==> src/rtl/pcol_pkg.sv <==
package pcol_pkg;
  localparam int ROW_W_DEF = 8;
  localparam int PTR_W_DEF = 2;
  localparam int LOW_W_DEF = 2;

  typedef enum logic {
    RD_IDLE = 1'b0,
    RD_SCAN = 1'b1
  } rd_state_e;
endpackage

==> src/rtl/pcol_cell.sv <==
module pcol_cell #(
  parameter int PTR_W = 2
) (
  input  logic             clk_i,
  input  logic             rst_ni,
  input  logic             hit_i,
  input  logic [PTR_W-1:0] wr_ptr_i,
  input  logic [PTR_W-1:0] rd_ptr_i,
  input  logic             clr_i,
  output logic             match_o,
  output logic             new_o
);
  logic             lat_q;
  logic [PTR_W-1:0] ptr_q;

  assign new_o   = hit_i & (~lat_q | clr_i);
  assign match_o = lat_q & (ptr_q == rd_ptr_i);

  always_ff @(posedge clk_i or negedge rst_ni) begin
    if (!rst_ni) begin
      lat_q <= 1'b0;
      ptr_q <= '0;
    end else if (clr_i) begin
      lat_q <= hit_i;
      if (hit_i) ptr_q <= wr_ptr_i;
    end else if (hit_i && !lat_q) begin
      lat_q <= 1'b1;
      ptr_q <= wr_ptr_i;
    end
  end

  a_r3_hold_when_latched: assert property (@(posedge clk_i) disable iff (!rst_ni)
    (lat_q && !clr_i) |=> (lat_q && $stable(ptr_q)));

  a_r10_rehit_on_clear: assert property (@(posedge clk_i) disable iff (!rst_ni)
    (clr_i && hit_i) |=> (lat_q && ptr_q == $past(wr_ptr_i)));
endmodule

==> src/rtl/pcol_cluster.sv <==
module pcol_cluster #(
  parameter int PTR_W  = 2,
  parameter int LOW_W  = 2,
  parameter int ADDR_W = 9,
  parameter int CL_ID  = 0,
  localparam int CL_SZ = 1 << LOW_W,
  localparam int PFX_W = ADDR_W - LOW_W
) (
  input  logic              clk_i,
  input  logic              rst_ni,
  input  logic [CL_SZ-1:0]  hit_i,
  input  logic [PTR_W-1:0]  wr_ptr_i,
  input  logic [PTR_W-1:0]  rd_ptr_i,
  input  logic              clr_en_i,
  input  logic [ADDR_W-1:0] clr_addr_i,
  output logic [CL_SZ-1:0]  match_o,
  output logic [CL_SZ-1:0]  new_o
);
  // shared upper address bits decoded once per cluster
  logic pfx_hit;
  assign pfx_hit = clr_en_i && (clr_addr_i[ADDR_W-1:LOW_W] == PFX_W'(CL_ID));

  for (genvar k = 0; k < CL_SZ; k++) begin : g_cell
    logic clr;
    assign clr = pfx_hit && (clr_addr_i[LOW_W-1:0] == LOW_W'(k));
    pcol_cell #(.PTR_W(PTR_W)) u_cell (
      .clk_i    (clk_i),
      .rst_ni   (rst_ni),
      .hit_i    (hit_i[k]),
      .wr_ptr_i (wr_ptr_i),
      .rd_ptr_i (rd_ptr_i),
      .clr_i    (clr),
      .match_o  (match_o[k]),
      .new_o    (new_o[k])
    );
  end
endmodule

==> src/rtl/pcol_prio_enc.sv <==
module pcol_prio_enc #(
  parameter int N     = 512,
  parameter int IDX_W = $clog2(N)
) (
  input  logic             clk_i,
  input  logic             rst_ni,
  input  logic [N-1:0]     req_i,
  output logic [IDX_W-1:0] idx_o,
  output logic             found_o
);
  always_comb begin
    idx_o   = '0;
    found_o = 1'b0;
    for (int i = N - 1; i >= 0; i--) begin
      if (req_i[i]) begin
        idx_o   = IDX_W'(i);
        found_o = 1'b1;
      end
    end
  end

  a_r5_pick_is_request: assert property (@(posedge clk_i) disable iff (!rst_ni)
    found_o |-> req_i[idx_o]);

  a_r7_none_means_empty: assert property (@(posedge clk_i) disable iff (!rst_ni)
    !found_o |-> (req_i == '0));
endmodule

==> src/rtl/pcol_hit_store.sv <==
module pcol_hit_store
  import pcol_pkg::*;
#(
  parameter int ROW_W = ROW_W_DEF,
  parameter int PTR_W = PTR_W_DEF,
  parameter int LOW_W = LOW_W_DEF,
  localparam int ADDR_W = ROW_W + 1,
  localparam int NCELL  = 1 << ADDR_W,
  localparam int CL_SZ  = 1 << LOW_W,
  localparam int NCL    = NCELL / CL_SZ
) (
  input  logic              clk_i,
  input  logic              rst_ni,
  input  logic [NCELL-1:0]  hit_i,
  input  logic [PTR_W-1:0]  wr_ptr_i,
  input  logic              rd_req_i,
  input  logic [PTR_W-1:0]  rd_ptr_i,
  input  logic              rd_discard_i,
  output logic              hit_o,
  output logic [ADDR_W-1:0] addr_o,
  output logic              addr_valid_o,
  output logic              discard_o,
  output logic              done_o,
  output logic              busy_o
);
  rd_state_e         state_q;
  logic [PTR_W-1:0]  rd_ptr_q;
  logic              disc_q;
  logic [NCELL-1:0]  match;
  logic [NCELL-1:0]  new_hit;
  logic [ADDR_W-1:0] pick;
  logic              found;
  logic              fire;

  assign fire   = (state_q == RD_SCAN) && found;
  assign busy_o = (state_q == RD_SCAN);

  for (genvar g = 0; g < NCL; g++) begin : g_cl
    pcol_cluster #(
      .PTR_W (PTR_W),
      .LOW_W (LOW_W),
      .ADDR_W(ADDR_W),
      .CL_ID (g)
    ) u_cl (
      .clk_i      (clk_i),
      .rst_ni     (rst_ni),
      .hit_i      (hit_i[g*CL_SZ +: CL_SZ]),
      .wr_ptr_i   (wr_ptr_i),
      .rd_ptr_i   (rd_ptr_q),
      .clr_en_i   (fire),
      .clr_addr_i (pick),
      .match_o    (match[g*CL_SZ +: CL_SZ]),
      .new_o      (new_hit[g*CL_SZ +: CL_SZ])
    );
  end

  pcol_prio_enc #(.N(NCELL), .IDX_W(ADDR_W)) u_enc (
    .clk_i   (clk_i),
    .rst_ni  (rst_ni),
    .req_i   (match),
    .idx_o   (pick),
    .found_o (found)
  );

  always_ff @(posedge clk_i or negedge rst_ni) begin
    if (!rst_ni) hit_o <= 1'b0;
    else         hit_o <= |new_hit;
  end

  always_ff @(posedge clk_i or negedge rst_ni) begin
    if (!rst_ni) begin
      state_q      <= RD_IDLE;
      rd_ptr_q     <= '0;
      disc_q       <= 1'b0;
      addr_o       <= '0;
      addr_valid_o <= 1'b0;
      discard_o    <= 1'b0;
      done_o       <= 1'b0;
    end else begin
      addr_valid_o <= 1'b0;
      done_o       <= 1'b0;
      case (state_q)
        RD_IDLE: if (rd_req_i) begin
          state_q  <= RD_SCAN;
          rd_ptr_q <= rd_ptr_i;
          disc_q   <= rd_discard_i;
        end
        RD_SCAN: if (found) begin
          addr_o       <= pick;
          addr_valid_o <= 1'b1;
          discard_o    <= disc_q;
        end else begin
          done_o  <= 1'b1;
          state_q <= RD_IDLE;
        end
        default: state_q <= RD_IDLE;
      endcase
    end
  end

  a_r7_done_not_with_report: assert property (@(posedge clk_i) disable iff (!rst_ni)
    !(done_o && addr_valid_o));

  a_r7_done_ends_read: assert property (@(posedge clk_i) disable iff (!rst_ni)
    done_o |-> !busy_o);

  a_r9_ptr_held_while_busy: assert property (@(posedge clk_i) disable iff (!rst_ni)
    (busy_o && rd_req_i) |=> $stable(rd_ptr_q));

  a_r5_report_needs_read: assert property (@(posedge clk_i) disable iff (!rst_ni)
    addr_valid_o |-> $past(busy_o));
endmodule

==> config.mk <==
export PLATFORM = sky130hd
export DESIGN_NAME = pcol_hit_store
export DESIGN_NICKNAME = d
export VERILOG_FILES = /design/src/rtl/pcol_pkg.sv /design/src/rtl/pcol_cell.sv /design/src/rtl/pcol_cluster.sv /design/src/rtl/pcol_prio_enc.sv /design/src/rtl/pcol_hit_store.sv
export SDC_FILE = /design/constraint.sdc
export NUM_CORES = 2
export LEC_CHECK = 0
export ABC_AREA = 0
export BUFFER_PORTS_ARGS = -buffer_cell sky130_fd_sc_hd__buf_2
export CAP_MARGIN = 40
export CORE_MARGIN = 2
export CORE_UTILIZATION = 35
export CTS_CLUSTER_SIZE = 24
export DETAILED_ROUTE_END_ITERATION = 8
export PLACE_DENSITY_LB_ADDON = 0.25
export SYNTH_ARGS = -nofsm -noshare
export SYNTH_HDL_FRONTEND = slang
export SYNTH_SLANG_ARGS = --single-unit
==> constraint.sdc <==
create_clock -name clk_i -period 12.2 [get_ports clk_i]
set_input_delay 0.61 -clock clk_i [delete_from_list [all_inputs] [get_ports clk_i]]
set_output_delay 0.61 -clock clk_i [all_outputs]
set_load 0.02 [all_outputs]
==> flow_summary.yaml <==
sta:
  slew_headroom_pct: 2.30
  worst_pin_slew_ps: 1470
  setup_ws_ps: 2090
  rsz0062_at_grt: "no"
  period_minus_slack_ps: 10110
  fin_worst_skew_ps: 98.1
  maxSlewViolCount: 0
  fin_setup_tns_ps: 0
  hold_viol: 0
  setup_viol: 0
  min_period_over_period_pct: 82.9
  whs_ps: 16.1
  max_freq_ghz: 0.0989
worst_setup_path:
  cp.arrival_ps: 10860
  cp_data_required_time_ps: 12940
  reg2reg_to: "hit_o"
  crit_path_max_fanout: 36
  reg2reg_depth: 20
  worstSetupStartpointType: "register"
  r2r_slack_ps: 2090
  cpMaxStageDelayCell: "dfrtp_4"
  crit_start: "rd_ptr_q[1]"
  slowest_delay_ps: 990
  end_kind: "register"
  path_cells: "buf_4 > xnor2_1 > nand3_1 > nand4_1 > nor4_1 > nand3_1 > a21oi_1 > o211ai_1 > or4b_1 > nor4_4 > nand2_2 > buf_4 > buf_4 > o31ai_1 > nand2_1 > and4_1 > nand4_1 > a211oi_1 > nor4bb_1 > nand4_1"
  path_class: "register to register"
  rr_startpoint: "rd_ptr_q[1]"
  crit_path_end: "hit_o"
logic_synthesis:
  ys_warn_count: 0
  synth_area_um2: 85200
  synth_enable_flop_cells: 0
  yosysUniqueCellTypes: 109
  ys_seq_elements: 1553
  ys_seq_area_share_pct: 45.6
  ys.flop_type: "dfrtp_1"
  async_reset_ff_share_pct: 100
  synth_cells: 8134
  syn_nets: 8654
  syn_avg_cell_area_um2: 10.5
floorplanning:
  initial_core_util_pct: 35.1
  ios: 534
  core_area_um2: 243000
  die_w_um: 497
  die_y_um: 497
  rows: 181
  die-area_um2: 247000
grt:
  overflow: 0
  antenna_found_initial: 91
  grt_start_max_net_pins: 160
  grt-busiest-layer: "met2"
  grt_pass1_vias: 74110
  met2_usage_pct: 58.3
  met3_usage_pct: 14.2
  groute.layer.met1.usage_pct: 54.6
  grt_pass1_wl_mm: 693
  grtUsageTotal_pct: 41.9
clock_network:
  cts_tree: "built"
  clk_latency_ps: 930
  cts_root_buf: "clkbuf_16"
  clk_pin_slew_ps: 60
  h-tree-depth: 4
  cts_resized: 0
  cts_buffers: 185
  clockBufferDepth: 3
  clock-sinks: 1553
place:
  post-dp-hpwl_mm: 423
  placed_area_um2: 93000
  portBuffers: 533
  gp_congestion: 1.12
  pre_cts_ws_ps: 2750
  place_inst: 11829
cells_and_area:
  final_util_pct: 42.4
  syn_to_final_growth_pct: 20.9
  design_area_um2: 103000
  num-nets-final: 9694
  drive_above_1_share_pct: 24.7
  final_cell_count_no_fill: 12563
  n_fill_cell: 23331
  ff_latch_area_um2: 38900
  multiInputGateArea_um2: 43500
power:
  total_power_mw: 25.1
  p_leak_nw: 43.3
  ir_drop_mv: 0.557
  p_per_area_nw_per_um2: 244
drt:
  dr.pass1.iters: 7
  via_per_inst: 6.23
  drtAntennaViolNets: 0
  drt_iter0_drc: 11764
  wl_per_cell_um: 42.5
  totalWireLength_mm: 534
  drc: 0
  num_vias: 78311
worst_hold_path:
  hold_path.class: "input port to register"
flow_run:
  max_cap_viol_count: 0
outcome:
  outcome: "finished, final reports clean"
==> cell families after synthesis <==
| group | Yosys count | synth area share [%] |
|---|---|---|
| DFF | 1553 | 45.6 |
| AOI/OAI and AO/OA | 1219 | 9.94 |
| muxes | 1025 | 13.5 |
| and+or+nand+nor | 2764 | 16.8 |
| buffers and inverters | 549 | 3.62 |
| xor gates and xnor gates | 1024 | 10.5 |
==> registers in the layout, summed over array words and instances (netlist names) <==
| signal | flops |
|---|---|
| g_cl.u_cl.g_cell.u_cell.ptr_q | 1024 |
| g_cl.u_cl.g_cell.u_cell.lat_q | 512 |
| addr_o | 9 |
| rd_ptr_q | 2 |
| addr_valid_o | 1 |
| busy_o | 1 |
| disc_q | 1 |
| discard_o | 1 |
| done_o | 1 |
| hit_o | 1 |
==> area by class of cell <==
| class | instances | area share (%) |
|---|---|---|
| inverters | 190 | 0.692 |
| clock buffers | 271 | 5.24 |
| well taps | 3202 | 3.89 |
| flip-flops and latches | 1553 | 37.7 |
| repair buffers | 1212 | 9.17 |
| multi-input cells | 6032 | 42.3 |
| diodes | 47 | 0.114 |
| clock inverters | 56 | 0.906 |
==> worst max-delay path: cells and delay by family (launching register included) <==
family / cells / cell delay [ps]
compound gates: 4 / 1400
xor+xnor: 1 / 150
simple gates: 12 / 5750
flops: 1 / 990
buf+inv: 3 / 1450
==> per-layer routing <==
layer  up-vias  wire length [um]
met5         -               334
met4        38             44800
met3      1287             64400
met2      5413            214000
met1     40251            211000
li1      31322                 -
==> where the power goes <==
part / internal [mW] / switching [mW] / total [mW]
combinational: 3.12 / 10.7 / 13.8
clock: 3.37 / 2.50 / 5.87
sequential: 5.28 / 0.155 / 5.43
total: 11.8 / 13.3 / 25.1
==> worst min-delay path by stage <==
stage | start | end | slack (ps) | depth (start not counted)
6_report | hit_i[317] | g_cl[79].u_cl.g_cell[1].u_cell.lat_q | 20 | 2
5_1_grt | hit_i[110] | g_cl[27].u_cl.g_cell[2].u_cell.lat_q | 7 | 2
2_1_floorplan | rst_ni | addr_o[0] | 310 | 0
3_5_place_dp | g_cl[76].u_cl.g_cell[1].u_cell.ptr_q[1] | g_cl[76].u_cl.g_cell[1].u_cell.ptr_q[1] | 480 | 2
4_1_cts | hit_i[376] | g_cl[94].u_cl.g_cell[0].u_cell.lat_q | 0.3 | 3
3_3_place_gp | g_cl[111].u_cl.g_cell[3].u_cell.lat_q | g_cl[111].u_cl.g_cell[3].u_cell.lat_q | 480 | 1
==> synthesized netlist by cell type, types with 111 or more instances <==
master,count,share of area (%)
dfrtp_1,1553,46
mux2_2,1024,14
xnor2_1,1015,10
nand2_1,865,3.8
nand3_1,670,3.9
nand2b_1,406,3.0
o21ai_0,336,2.0
nand4_1,227,1.7
o31ai_1,209,1.8
inv_1,190,0.84
clkbuf_1,181,0.80
nor2_1,111,0.49
==> cells in the final DEF (no fill, tap or decap), types with 30 or more instances in the layout <==
| cell | count |
|---|---|
| and3_1 | 93 |
| o21ai_0 | 334 |
| o22ai_1 | 57 |
| inv_1 | 190 |
| o31ai_1 | 209 |
| and4_1 | 32 |
| clkbuf_16 | 185 |
| nand2_1 | 856 |
| a21o_1 | 34 |
| mux2_2 | 1024 |
| and2_1 | 51 |
| buf_4 | 224 |
| nand2b_1 | 406 |
| a21oi_1 | 101 |
| nor3_1 | 65 |
| o211ai_1 | 33 |
| nor2_1 | 111 |
| dlygate4sd3_1 | 353 |
| diode_2 | 47 |
| clkbuf_8 | 44 |
| nand3_1 | 668 |
| xnor2_1 | 1015 |
| buf_2 | 562 |
| a22oi_1 | 30 |
| nand4_1 | 227 |
| a31oi_1 | 33 |
| nor4_1 | 63 |
| dfrtp_1 | 1551 |
| clkbuf_1 | 42 |
| a211oi_1 | 30 |
==> repair_timing <==
action	4_1_cts	5_1_grt
hold buffers	353	0
endpoints found under the hold margin	462	0
setup buffers	0	0
(Power assumes the default switching activity.)
